`config.mk`:
```
export PLATFORM = sky130hd
export DESIGN_NAME = nand_bridge
export DESIGN_NICKNAME = d
export VERILOG_FILES = /design/src/rtl/nand_bridge_pkg.sv /design/src/rtl/nand_rb_sync.sv /design/src/rtl/nand_regs.sv /design/src/rtl/nand_cycle_engine.sv /design/src/rtl/nand_bridge.sv
export SDC_FILE = /design/constraint.sdc
export NUM_CORES = 1
export LEC_CHECK = 0
export CAP_MARGIN = 30
export CORE_MARGIN = 4
export CORE_UTILIZATION = 38
export CTS_CLUSTER_SIZE = 40
export DETAILED_ROUTE_END_ITERATION = 10
export HOLD_SLACK_MARGIN = 0.03
export PLACE_DENSITY_LB_ADDON = 0.08
export SYNTH_ARGS = -nofsm -noshare
export SYNTH_HDL_FRONTEND = slang
export SYNTH_SLANG_ARGS = --single-unit
```
`constraint.sdc`:
```
create_clock -name clk -period 4.6 [get_ports clk]
set_clock_uncertainty 0.15 [all_clocks]
set_input_delay 1.38 -clock clk [delete_from_list [all_inputs] [get_ports clk]]
set_output_delay 1.38 -clock clk [all_outputs]
set_load 0.01 [all_outputs]
```
`src/rtl/nand_bridge_pkg.sv`:
```
package nand_bridge_pkg;

    localparam int OFS_DATA = 0;
    localparam int OFS_MODE = 4;
    localparam int OFS_STAT = 5;
    localparam int OFS_FLAG = 6;
    localparam int OFS_MASK = 7;

    localparam int MB_CLE = 0;
    localparam int MB_ALE = 1;
    localparam int MB_PWR = 2;
    localparam int MB_CE  = 4;
    localparam int MB_WEQ = 7;

    typedef enum logic [1:0] {
        PH_IDLE,
        PH_LOW,
        PH_HIGH
    } phase_t;

    typedef struct packed {
        logic        wr;
        logic        wide;
        logic [15:0] wdata;
    } xfer_t;

    typedef struct packed {
        logic       cle;
        logic       ale;
        logic       ce_n;
        logic [1:0] pwr;
    } pins_t;

    function automatic pins_t decode_mode(input logic [7:0] m);
        pins_t p;
        p.cle  = m[MB_CLE];
        p.ale  = m[MB_ALE];
        p.ce_n = ~m[MB_CE];
        p.pwr  = m[MB_PWR +: 2];
        return p;
    endfunction

    function automatic logic [7:0] lane_of(input logic [15:0] w, input logic hi);
        return hi ? w[15:8] : w[7:0];
    endfunction

endpackage

```
`src/rtl/nand_rb_sync.sv`:
```
module nand_rb_sync (
    input  logic clk,
    input  logic rst,
    input  logic rb_async,
    output logic ready,
    output logic rise
);
    logic meta_q, sync_q, prev_q;

    always_ff @(posedge clk) begin
        if (rst) begin
            meta_q <= 1'b1;
            sync_q <= 1'b1;
            prev_q <= 1'b1;
        end else begin
            meta_q <= rb_async;
            sync_q <= meta_q;
            prev_q <= sync_q;
        end
    end

    assign ready = sync_q;
    assign rise  = sync_q & ~prev_q;

    AST_RISE_ONCE: assert property (@(posedge clk) disable iff (rst)
        rise |=> !rise);

endmodule

```
`src/rtl/nand_regs.sv`:
```
module nand_regs
    import nand_bridge_pkg::*;
#(
    parameter int ADDR_W  = 3,
    parameter int IRQ_SRC = 4
) (
    input  logic              clk,
    input  logic              rst,
    input  logic              wr_en,
    input  logic [ADDR_W-1:0] addr,
    input  logic [7:0]        wdata,
    input  logic              rise,
    input  logic              ready,
    output logic [7:0]        mode,
    output logic              irq,
    output logic [7:0]        rd_val
);
    localparam logic [ADDR_W-1:0] A_MODE = ADDR_W'(OFS_MODE);
    localparam logic [ADDR_W-1:0] A_STAT = ADDR_W'(OFS_STAT);
    localparam logic [ADDR_W-1:0] A_FLAG = ADDR_W'(OFS_FLAG);
    localparam logic [ADDR_W-1:0] A_MASK = ADDR_W'(OFS_MASK);

    logic [IRQ_SRC-1:0] flag_q;
    logic [7:0]         mask_q;
    logic [IRQ_SRC-1:0] clr_bits;
    logic [IRQ_SRC-1:0] set_bits;

    always_comb begin
        clr_bits = (wr_en && addr == A_FLAG) ? wdata[IRQ_SRC-1:0] : '0;
        set_bits = '0;
        set_bits[0] = rise;
    end

    always_ff @(posedge clk) begin
        if (rst) begin
            mode   <= '0;
            flag_q <= '0;
            mask_q <= '0;
        end else begin
            if (wr_en && addr == A_MODE) mode <= wdata;
            if (wr_en && addr == A_MASK) mask_q <= wdata;
            flag_q <= (flag_q & ~clr_bits) | set_bits;
        end
    end

    assign irq = |(flag_q & mask_q[IRQ_SRC-1:0]);

    always_comb begin
        case (addr)
            A_MODE:  rd_val = mode;
            A_STAT:  rd_val = {~ready, 7'b0};
            A_FLAG:  rd_val = 8'(flag_q);
            A_MASK:  rd_val = mask_q;
            default: rd_val = 8'h00;
        endcase
    end

    AST_FLAG_SET: assert property (@(posedge clk) disable iff (rst)
        rise |=> flag_q[0]);
    AST_FLAG_CLEAR: assert property (@(posedge clk) disable iff (rst)
        (wr_en && addr == A_FLAG && wdata[0] && !rise) |=> !flag_q[0]);

endmodule

```
`src/rtl/nand_cycle_engine.sv`:
```
module nand_cycle_engine
    import nand_bridge_pkg::*;
#(
    parameter int PULSE_CLKS = 2
) (
    input  logic        clk,
    input  logic        rst,
    input  logic        start,
    input  xfer_t       req,
    input  logic [7:0]  din,
    output logic        busy,
    output logic        we_n,
    output logic        re_n,
    output logic        doe,
    output logic [7:0]  dout,
    output logic        rd_done,
    output logic [15:0] rd_word
);
    localparam int CW = (PULSE_CLKS > 1) ? $clog2(PULSE_CLKS) : 1;
    localparam logic [CW-1:0] LAST = CW'(PULSE_CLKS - 1);

    phase_t      ph;
    logic [CW-1:0] cnt;
    logic        hi;
    xfer_t       cur;
    logic [15:0] gather;
    logic        phase_end;
    logic        last_byte;

    assign phase_end = (cnt == LAST);
    assign last_byte = !cur.wide || hi;

    always_ff @(posedge clk) begin
        if (rst) begin
            ph     <= PH_IDLE;
            cnt    <= '0;
            hi     <= 1'b0;
            cur    <= '0;
            gather <= '0;
        end else begin
            case (ph)
                PH_IDLE: begin
                    if (start) begin
                        cur    <= req;
                        hi     <= 1'b0;
                        cnt    <= '0;
                        gather <= '0;
                        ph     <= PH_LOW;
                    end
                end
                PH_LOW: begin
                    if (phase_end) begin
                        cnt <= '0;
                        ph  <= PH_HIGH;
                        if (!cur.wr) begin
                            if (hi) gather[15:8] <= din;
                            else    gather[7:0]  <= din;
                        end
                    end else begin
                        cnt <= cnt + 1'b1;
                    end
                end
                PH_HIGH: begin
                    if (phase_end) begin
                        cnt <= '0;
                        if (last_byte) begin
                            ph <= PH_IDLE;
                        end else begin
                            hi <= 1'b1;
                            ph <= PH_LOW;
                        end
                    end else begin
                        cnt <= cnt + 1'b1;
                    end
                end
                default: ph <= PH_IDLE;
            endcase
        end
    end

    assign busy    = (ph != PH_IDLE);
    assign we_n    = !(ph == PH_LOW && cur.wr);
    assign re_n    = !(ph == PH_LOW && !cur.wr);
    assign doe     = busy && cur.wr;
    assign dout    = lane_of(cur.wdata, hi);
    assign rd_done = (ph == PH_HIGH) && phase_end && last_byte && !cur.wr;
    assign rd_word = gather;

    AST_START_IDLE: assert property (@(posedge clk) disable iff (rst)
        start |-> (ph == PH_IDLE));
    AST_LOW_THEN_HIGH: assert property (@(posedge clk) disable iff (rst)
        (ph == PH_LOW && phase_end) |=> (ph == PH_HIGH));

endmodule

```
`src/rtl/nand_bridge.sv`:
```
module nand_bridge
    import nand_bridge_pkg::*;
#(
    parameter int ADDR_W     = 3,
    parameter int PULSE_CLKS = 2,
    parameter int IRQ_SRC    = 4
) (
    input  logic              clk,
    input  logic              rst,
    input  logic              host_sel,
    input  logic              host_wr,
    input  logic              host_wide,
    input  logic [ADDR_W-1:0] host_addr,
    input  logic [15:0]       host_wdata,
    output logic [15:0]       host_rdata,
    output logic              host_wait,
    output logic              host_irq,
    output logic              nand_cle,
    output logic              nand_ale,
    output logic              nand_ce_n,
    output logic              nand_we_n,
    output logic              nand_re_n,
    output logic [1:0]        nand_pwr,
    output logic [7:0]        nand_dout,
    output logic              nand_doe,
    input  logic [7:0]        nand_din,
    input  logic              nand_rb
);
    localparam logic [ADDR_W-1:0] A_DATA = ADDR_W'(OFS_DATA);
    localparam logic [ADDR_W-1:0] A_MODE = ADDR_W'(OFS_MODE);

    logic        eng_busy, rd_done;
    logic [15:0] rd_word;
    logic        rb_ready, rb_rise;
    logic [7:0]  mode, reg_rd;
    logic        acc, to_data, eng_start, reg_wr;
    xfer_t       req;
    pins_t       pins;

    assign acc       = host_sel && !eng_busy;
    assign to_data   = (host_addr == A_DATA);
    assign eng_start = acc && to_data && (!host_wr || mode[MB_WEQ]);
    assign reg_wr    = acc && host_wr && !to_data;

    always_comb begin
        req.wr    = host_wr;
        req.wide  = host_wide;
        req.wdata = host_wdata;
    end

    nand_rb_sync u_sync (
        .clk      (clk),
        .rst      (rst),
        .rb_async (nand_rb),
        .ready    (rb_ready),
        .rise     (rb_rise)
    );

    nand_regs #(
        .ADDR_W  (ADDR_W),
        .IRQ_SRC (IRQ_SRC)
    ) u_regs (
        .clk    (clk),
        .rst    (rst),
        .wr_en  (reg_wr),
        .addr   (host_addr),
        .wdata  (host_wdata[7:0]),
        .rise   (rb_rise),
        .ready  (rb_ready),
        .mode   (mode),
        .irq    (host_irq),
        .rd_val (reg_rd)
    );

    nand_cycle_engine #(
        .PULSE_CLKS (PULSE_CLKS)
    ) u_eng (
        .clk     (clk),
        .rst     (rst),
        .start   (eng_start),
        .req     (req),
        .din     (nand_din),
        .busy    (eng_busy),
        .we_n    (nand_we_n),
        .re_n    (nand_re_n),
        .doe     (nand_doe),
        .dout    (nand_dout),
        .rd_done (rd_done),
        .rd_word (rd_word)
    );

    always_ff @(posedge clk) begin
        if (rst) begin
            host_rdata <= '0;
        end else if (rd_done) begin
            host_rdata <= rd_word;
        end else if (acc && !host_wr && !to_data) begin
            host_rdata <= {8'h00, reg_rd};
        end
    end

    assign pins      = decode_mode(mode);
    assign nand_cle  = pins.cle;
    assign nand_ale  = pins.ale;
    assign nand_ce_n = pins.ce_n;
    assign nand_pwr  = pins.pwr;
    assign host_wait = eng_busy;

    AST_ONE_STROBE: assert property (@(posedge clk) disable iff (rst)
        $onehot0({~nand_we_n, ~nand_re_n}));
    AST_WE_DRIVES: assert property (@(posedge clk) disable iff (rst)
        !nand_we_n |-> nand_doe);
    AST_CE_STANDBY: assert property (@(posedge clk) disable iff (rst)
        (reg_wr && host_addr == A_MODE && !host_wdata[MB_CE]) |=> nand_ce_n);
    AST_WEQ_BLOCK: assert property (@(posedge clk) disable iff (rst)
        (acc && host_wr && to_data && !mode[MB_WEQ]) |=> (!host_wait && nand_we_n));

endmodule

```
==> results of run 1 <==
-- sequential cells by signal (all words and copies together), names as in the netlist --
signal,count
u_eng.cur,18
host_rdata,16
u_eng.rd_word,16
u_regs.mask_q,8
u_regs.mode,8
u_regs.flag_q,4
u_eng.ph,2
u_eng.cnt,1
u_eng.hi,1
u_sync.meta_q,1
u_sync.prev_q,1
u_sync.ready,1
-- cell usage in the layout (no fill, tap or decap), types with 2 or more instances in the layout --
cell type and instances:
nand2_1 36, clkinvlp_4 2, o21ai_0 3, buf_4 3, nor2_1 37, a211oi_1 6
clkbuf_8 10, a221oi_1 3, mux2i_1 16, a21oi_1 26, nor3b_1 2, or2_2 3
dfxtp_1 77, mux2_2 12, nor3_1 3, and2_1 2, nor3_4 2, ha_1 4
and3_1 3, nand4_1 3, inv_6 2, and2b_1 2, a32o_1 16, a22oi_1 15
nand2b_1 7, bufinv_16 2, a31o_2 3, clkdlybuf4s50_1 65, nor2b_1 3, a21oi_2 2
a31oi_1 2, a22o_1 7, inv_1 6
-- final cells by class --
| type | instances | area share, % |
|---|---|---|
| multi-input combinational | 230 | 37.45 |
| timing repair buffer | 69 | 16.29 |
| clock inverter | 6 | 2.224 |
| inverter | 6 | 0.5410 |
| tap | 105 | 3.156 |
| sequential | 77 | 37.03 |
| clock buffer | 10 | 3.306 |
-- critical path, delay by kind of cell, from the launching register on --
| kind | cells | cell delay, ps |
|---|---|---|
| buf+inv | 1 | 490 |
| flops | 1 | 650 |
| mux | 1 | 390 |
-- worst paths after layout --
kind | from | end | cells after the start | slack, ps
max | u_eng.hi$_SDFFE_PP0P_ | nand_dout[0] | 2 | 1190
min reg2reg | u_sync.meta_q$_SDFF_PP1_ | u_sync.ready$_SDFF_PP1_ | 1 | 270
min | u_sync.meta_q$_SDFF_PP1_ | u_sync.ready$_SDFF_PP1_ | 1 | 270
max reg2reg | u_eng.ph[0]$_SDFFE_PP0P_ | u_regs.mask_q[7]$_SDFFE_PP0P_ | 6 | 2460
-- cell families after synthesis --
kind of cell    share of synthesized area [%]
simple gates                            17.00
compound gates                          20.48
flops                                   47.60
buf+inv                                 4.250
mux                                     9.119
fa+ha+maj                               1.546
-- metal layers --
metal	vias up	routed length [um]
li1	1328	-
met1	1209	3944
met2	65	3427
met3	8	414
met4	0	99
met5	-	0
-- where the power goes --
| part | switching [mW] | leakage [nW] | internal [mW] |
|---|---|---|---|
| sequential | 0.00576 | 0.621 | 0.673 |
| combinational | 0.0748 | 0.713 | 0.0625 |
| clock | 0.259 | 0.110 | 0.324 |
| total | 0.340 | 1.44 | 1.06 |
-- cell usage after synthesis (3+ instances only) --
| cell type | n | share of area, % |
|---|---|---|
| or2_2 | 3 | 0.58 |
| mux2i_1 | 16 | 4.9 |
| a22o_1 | 7 | 1.9 |
| buf_2 | 8 | 1.2 |
| nand4_1 | 3 | 0.58 |
| clkbuf_1 | 11 | 1.3 |
| nor2_1 | 37 | 4.3 |
| o21ai_0 | 3 | 0.46 |
| ha_1 | 4 | 1.5 |
| a32o_1 | 16 | 4.9 |
| a22oi_1 | 15 | 3.5 |
| a31o_2 | 3 | 0.81 |
| nand2_1 | 36 | 4.2 |
| dfxtp_1 | 77 | 48 |
| buf_4 | 4 | 0.93 |
| a221oi_1 | 3 | 0.81 |
| and3_1 | 3 | 0.58 |
| nor3_1 | 3 | 0.46 |
| nor2b_1 | 3 | 0.58 |
| mux2_2 | 12 | 4.2 |
| nand2b_1 | 7 | 1.4 |
| inv_1 | 6 | 0.70 |
| a21oi_1 | 26 | 4.0 |
| a211oi_1 | 6 | 1.4 |
-- per-stage QoR --
step	hold slack, ps	instances	setup WS (ps)	utilization (%)
after detailed placement	252.6	487	964.5	47.62
after CTS	272.3	503	1164	50.41
after floorplan	239.5	337	2013	-
after global routing	286.5	503	1118	50.41
after global placement	243.2	487	1070	47.62
final	267.5	503	1187	50.41
==> out/metrics.yaml, run 1 <==
worst_setup_path:
  worstPathRequired_ps: 3070
  cp-end-kind: "primary output"
  path_cells: "mux2_2 > clkdlybuf4s50_1"
  crit_slowest_cell: "dfxtp_1"
  crit_arrival_ps: 1880
  critPathMaxStageDelay_ps: 650
  start_kind: "flip-flop"
  path_class: "reg -> out"
  critPathMaxFanout: 13
clock_tree:
  cts_sinks: 77
  cts_setup_buffers: 0
  cts_resized: 0
  clk_path_buf_depth: 2
  cts_hold_buf: 0
  cts-root-buf: "clkbuf_8"
  cts.htree.levels: 3
  path_clk_slew_ps: 80
  numCtsBuffers: 9
  clk_latency_ps: 350
  cts_tree: "yes"
timing:
  fin_crit_ps: 3413
  tns_ps: 0
  finalSetupViolations: 0
  hold_viol: 0
  maxSlewHeadroom_pct: 53.94
  rsz0062_at_grt: "no"
  finalMaxSlewViolations: 0
  timing.fmax_mhz: 293.0
  finalCritPeriodShare_pct: 74.19
  tightest_slew_ps: 690.8
final_layout:
  antenna_cells: 0
  final_layout_size_suffix_gt1_share_pct: 11.56
  layout.nets: 430
  area_delta_synth_final_pct: 28.55
  multi_input_area_um2: 1559
  postLayoutCellArea_um2: 4163
  seq_area_um2: 1541
  nFillCells: 817
drt:
  dr_total_vias: 2610
  drc: 0
  ant_nets: 0
  viasPerCell: 5.189
  dr.pass1.iters: 4
  routed_wl_mm: 7.887
  drtIter0Drc: 112
  wl_per_cell_um: 15.68
yosys:
  postSynthCellCount: 337
  ys_async_sr_fraction_pct: 0
  ys_seq_area_share_pct: 47.60
  synth_cell_type_count: 43
  avgSynthCellArea_um2: 9.609
  ys.flop_type: "dfxtp_1"
  syn_area_um2: 3238
  ys_ff_latch: 77
  synth_warnings: 0
  synth_edf_count: 0
  synth_fp_nets: 374
grt:
  grtUsageMet1_pct: 22.50
  grt-ovfl-total: 0
  grt_first_pass_wirelength_mm: 12.85
  grt_use_met2_pct: 24.31
  met3_usage_pct: 4.726
  gr-max-usage-layer: "met2"
  first_global_vias: 2544
  antenna_found_initial: 0
  grt_usage_pct: 16.16
  grt_start_max_net_pins: 35
job:
  max_cap_violations: 0
die:
  fp.dieH_um: 100.3
  dieWidth_um: 100.3
  core_area_um2: 8258
  die-area_um2: 10060
  initial_core_util_pct: 39.21
  ioPinCount: 67
  std_cell_rows: 33
place:
  dp_hpwl_mm: 5.616
  io_buffers: 66
  placed_area_um2: 3933
  gp_congestion: 0.7970
status:
  status: "finished, final reports clean"
power:
  leakagePower_nw: 1.443
  ir_worst_vdd_v: 0.0001956
  p_per_area_nw_per_um2: 336.2
  p_total_mw: 1.400
worst_hold_path:
  hold_class: "reg -> reg"
Note: power is estimated with default switching activity, not from simulation.
==> run 2: changes to the inputs <==
clock period = 2.89 ns   (was 4.6 ns; I/O delays follow)
==> run 2 against run 1 <==
  * Global-route usage shrank 0.36 points
  * Flip-flop and latch count is the same
  * Clock-buffer cell count shrank 1
  * Clock power grew 43%
  * Total power grew 53%
  * Register-to-register slack lost 1500 ps
  * Largest power group unchanged
==> out/metrics.yaml, run 2 (synthesis gave the netlist of run 1 again) <==
die:
  initial_core_util_pct: 39.21  # unchanged
  die-area_um2: 10060  # unchanged
  dieWidth_um: 100.3  # unchanged
  fp.dieH_um: 100.3  # unchanged
  core_area_um2: 8258  # unchanged
  std_cell_rows: 33  # unchanged
  ioPinCount: 67  # unchanged
drt:
  routed_wl_mm: 7.820  # -0.85%
  ant_nets: 0  # unchanged
  wl_per_cell_um: 15.30  # -2.4%
  dr.pass1.iters: 4  # unchanged
  dr_total_vias: 2667  # +2.2%
  viasPerCell: 5.219  # +0.58%
  drc: 0  # unchanged
  drtIter0Drc: 115  # +2.7%
worst_setup_path:
  cp-end-kind: "primary output"
  path_class: "reg -> out"
  crit_arrival_ps: 1740  # -140 ps
  cp-startpoint: "u_eng.ph[1]$_SDFFE_PP0P_"
  crit_slowest_cell: "clkdlybuf4s50_1"
  critPathMaxStageDelay_ps: 540  # -110 ps
  start_kind: "flip-flop"
  critPathBufInv: 2  # +1
  r2r-start: "u_eng.ph[1]$_SDFFE_PP0P_"
  worstPathRequired_ps: 1870  # -1200 ps
  crit_family: "buffers and inverters"
  critPathMaxFanout: 8  # -5
  path_cells: "inv_1 > ha_2 > nor2b_1 > clkdlybuf4s50_1"
grt:
  grt-ovfl-total: 0  # unchanged
  grt_usage_pct: 15.80  # -0.36 points
  grt_first_pass_wirelength_mm: 12.68  # -1.4%
  antenna_found_initial: 0  # unchanged
  grt_start_max_net_pins: 64  # +83%
  first_global_vias: 2531  # -0.51%
status:
  status: "finished, final reports clean"
timing:
  timing.fmax_mhz: 363.1
  finalSetupViolations: 0  # unchanged
  hold_viol: 0  # unchanged
  tns_ps: 0  # unchanged
  finalCritPeriodShare_pct: 95.29
  fin_crit_ps: 2754
  maxSlewHeadroom_pct: 55.25  # +1.3 points
  finalMaxSlewViolations: 0  # unchanged
  rsz0062_at_grt: "no"
  tightest_slew_ps: 671.2  # -19.61 ps
clock_tree:
  cts_setup_buffers: 0  # unchanged
  cts-root-buf: "clkbuf_8"
  cts_tree: "yes"
  cts_sinks: 77  # unchanged
  cts.htree.levels: 3  # unchanged
  clk_latency_ps: 340  # about the same
  numCtsBuffers: 9  # unchanged
  clk_path_buf_depth: 2  # unchanged
  path_clk_slew_ps: 80  # about the same
place:
  io_buffers: 66  # unchanged
  gp_congestion: 0.7733  # -3.0%
  dp_cells: 495  # +1.6%
  dp_hpwl_mm: 5.599  # -0.30%
power:
  p_total_mw: 2.143  # +53%
  leakagePower_nw: 1.482  # +2.7%
  ir_worst_vdd_v: 0.0002941  # +50%
  p_per_area_nw_per_um2: 506.8  # +51%
final_layout:
  antenna_cells: 0  # unchanged
  final_util_pct: 51.20  # +0.79 points
  largest_register: "u_eng.cur"
  final_cell_mix: "dfxtp_1, clkdlybuf4s50_1, nor2_1"
  area_delta_synth_final_pct: 30.56
  final_common_cell: "dfxtp_1"
  largest_reg_flops: 18  # unchanged
  final_layout_size_suffix_gt1_share_pct: 14.04  # +2.5 points
  fin_cells: 511  # +1.6%
  layout.nets: 438  # +1.9%
worst_hold_path:
  hold_class: "reg -> reg"
  min_from: "u_sync.meta_q$_SDFF_PP1_"
job:
  max_cap_violations: 0  # unchanged
run 2: cell types whose count changed in the layout (fill, tap and decap cells not counted):
cell,previous run,this run
buf_4,3,9
dfxtp_2,0,1
clkinvlp_4,2,1
bufinv_16,2,1
clkbuf_8,10,9
buf_12,0,2
ha_2,0,2
inv_6,2,3
ha_1,4,2
dfxtp_1,77,76
clkinv_2,0,1
inv_8,0,1
run 2: metal layers:
metal | share of wire [%] | wire length [um] | track usage [%]
met1 | 49 | 3834 | 22.20
met2 | 45 | 3480 | 23.50
met3 | 5.3 | 416 | 4.448
met4 | 1.2 | 90 | 4.974
met5 | 0 | 0 | 0
run 2: through the flow:
step / setup WS (ps) / cell area, um2 / hold WS, ps
6_report: 136.2 / 4228 / 283.6
5_1_grt: 43.26 / 4228 / 317.6
4_1_cts: 37.41 / 4222 / 290.2
3_5_place_dp: 85.84 / 4018 / 269.2
3_3_place_gp: 102.4 / 4010 / 243.1
2_1_floorplan: 816.0 / 3238 / 239.5
run 2: power breakdown:
group | total (mW) | internal, mW | switching, mW
Clock | 0.836 | 0.412 | 0.424
Sequential | 1.08 | 1.07 | 0.00875
Combinational | 0.226 | 0.106 | 0.120
run 2: worst paths after layout:
kind / to / slack (ps) / cells after the start
worst max-delay path: nand_doe / 140 / 4
worst min register to register: u_sync.ready$_SDFF_PP1_ / 280 / 1
worst min-delay path: u_sync.ready$_SDFF_PP1_ / 280 / 1
worst max register to register: host_rdata[3]$_SDFFE_PP0P_ / 930 / 6
run 2: what timing repair did:
action	in CTS	in global routing
endpoints found under the hold margin	0	0
setup endpoints to repair	0	6
gates resized for setup	0	3
hold buffers	0	0
run 2: final cells by class:
cell class / instances / area [um2]
Timing Repair Buffer: 77 / 763.2
Fill cell: 819 / 4030
Multi-Input combinational cell: 230 / 1564
Inverter: 6 / 22.52
Sequential cell: 77 / 1543
Tap cell: 105 / 131.4
Clock buffer: 9 / 123.9
Clock inverter: 7 / 80.08
run 2: worst reg2reg max path: cells and delay by family, from the launching register on:
family                     cells  cell delay, ps
and+or+nand+nor                2             650
buffers and inverters          1             100
AOI/OAI and AO/OA              2             350
adders and majority gates      1             270
DFF                            1             360
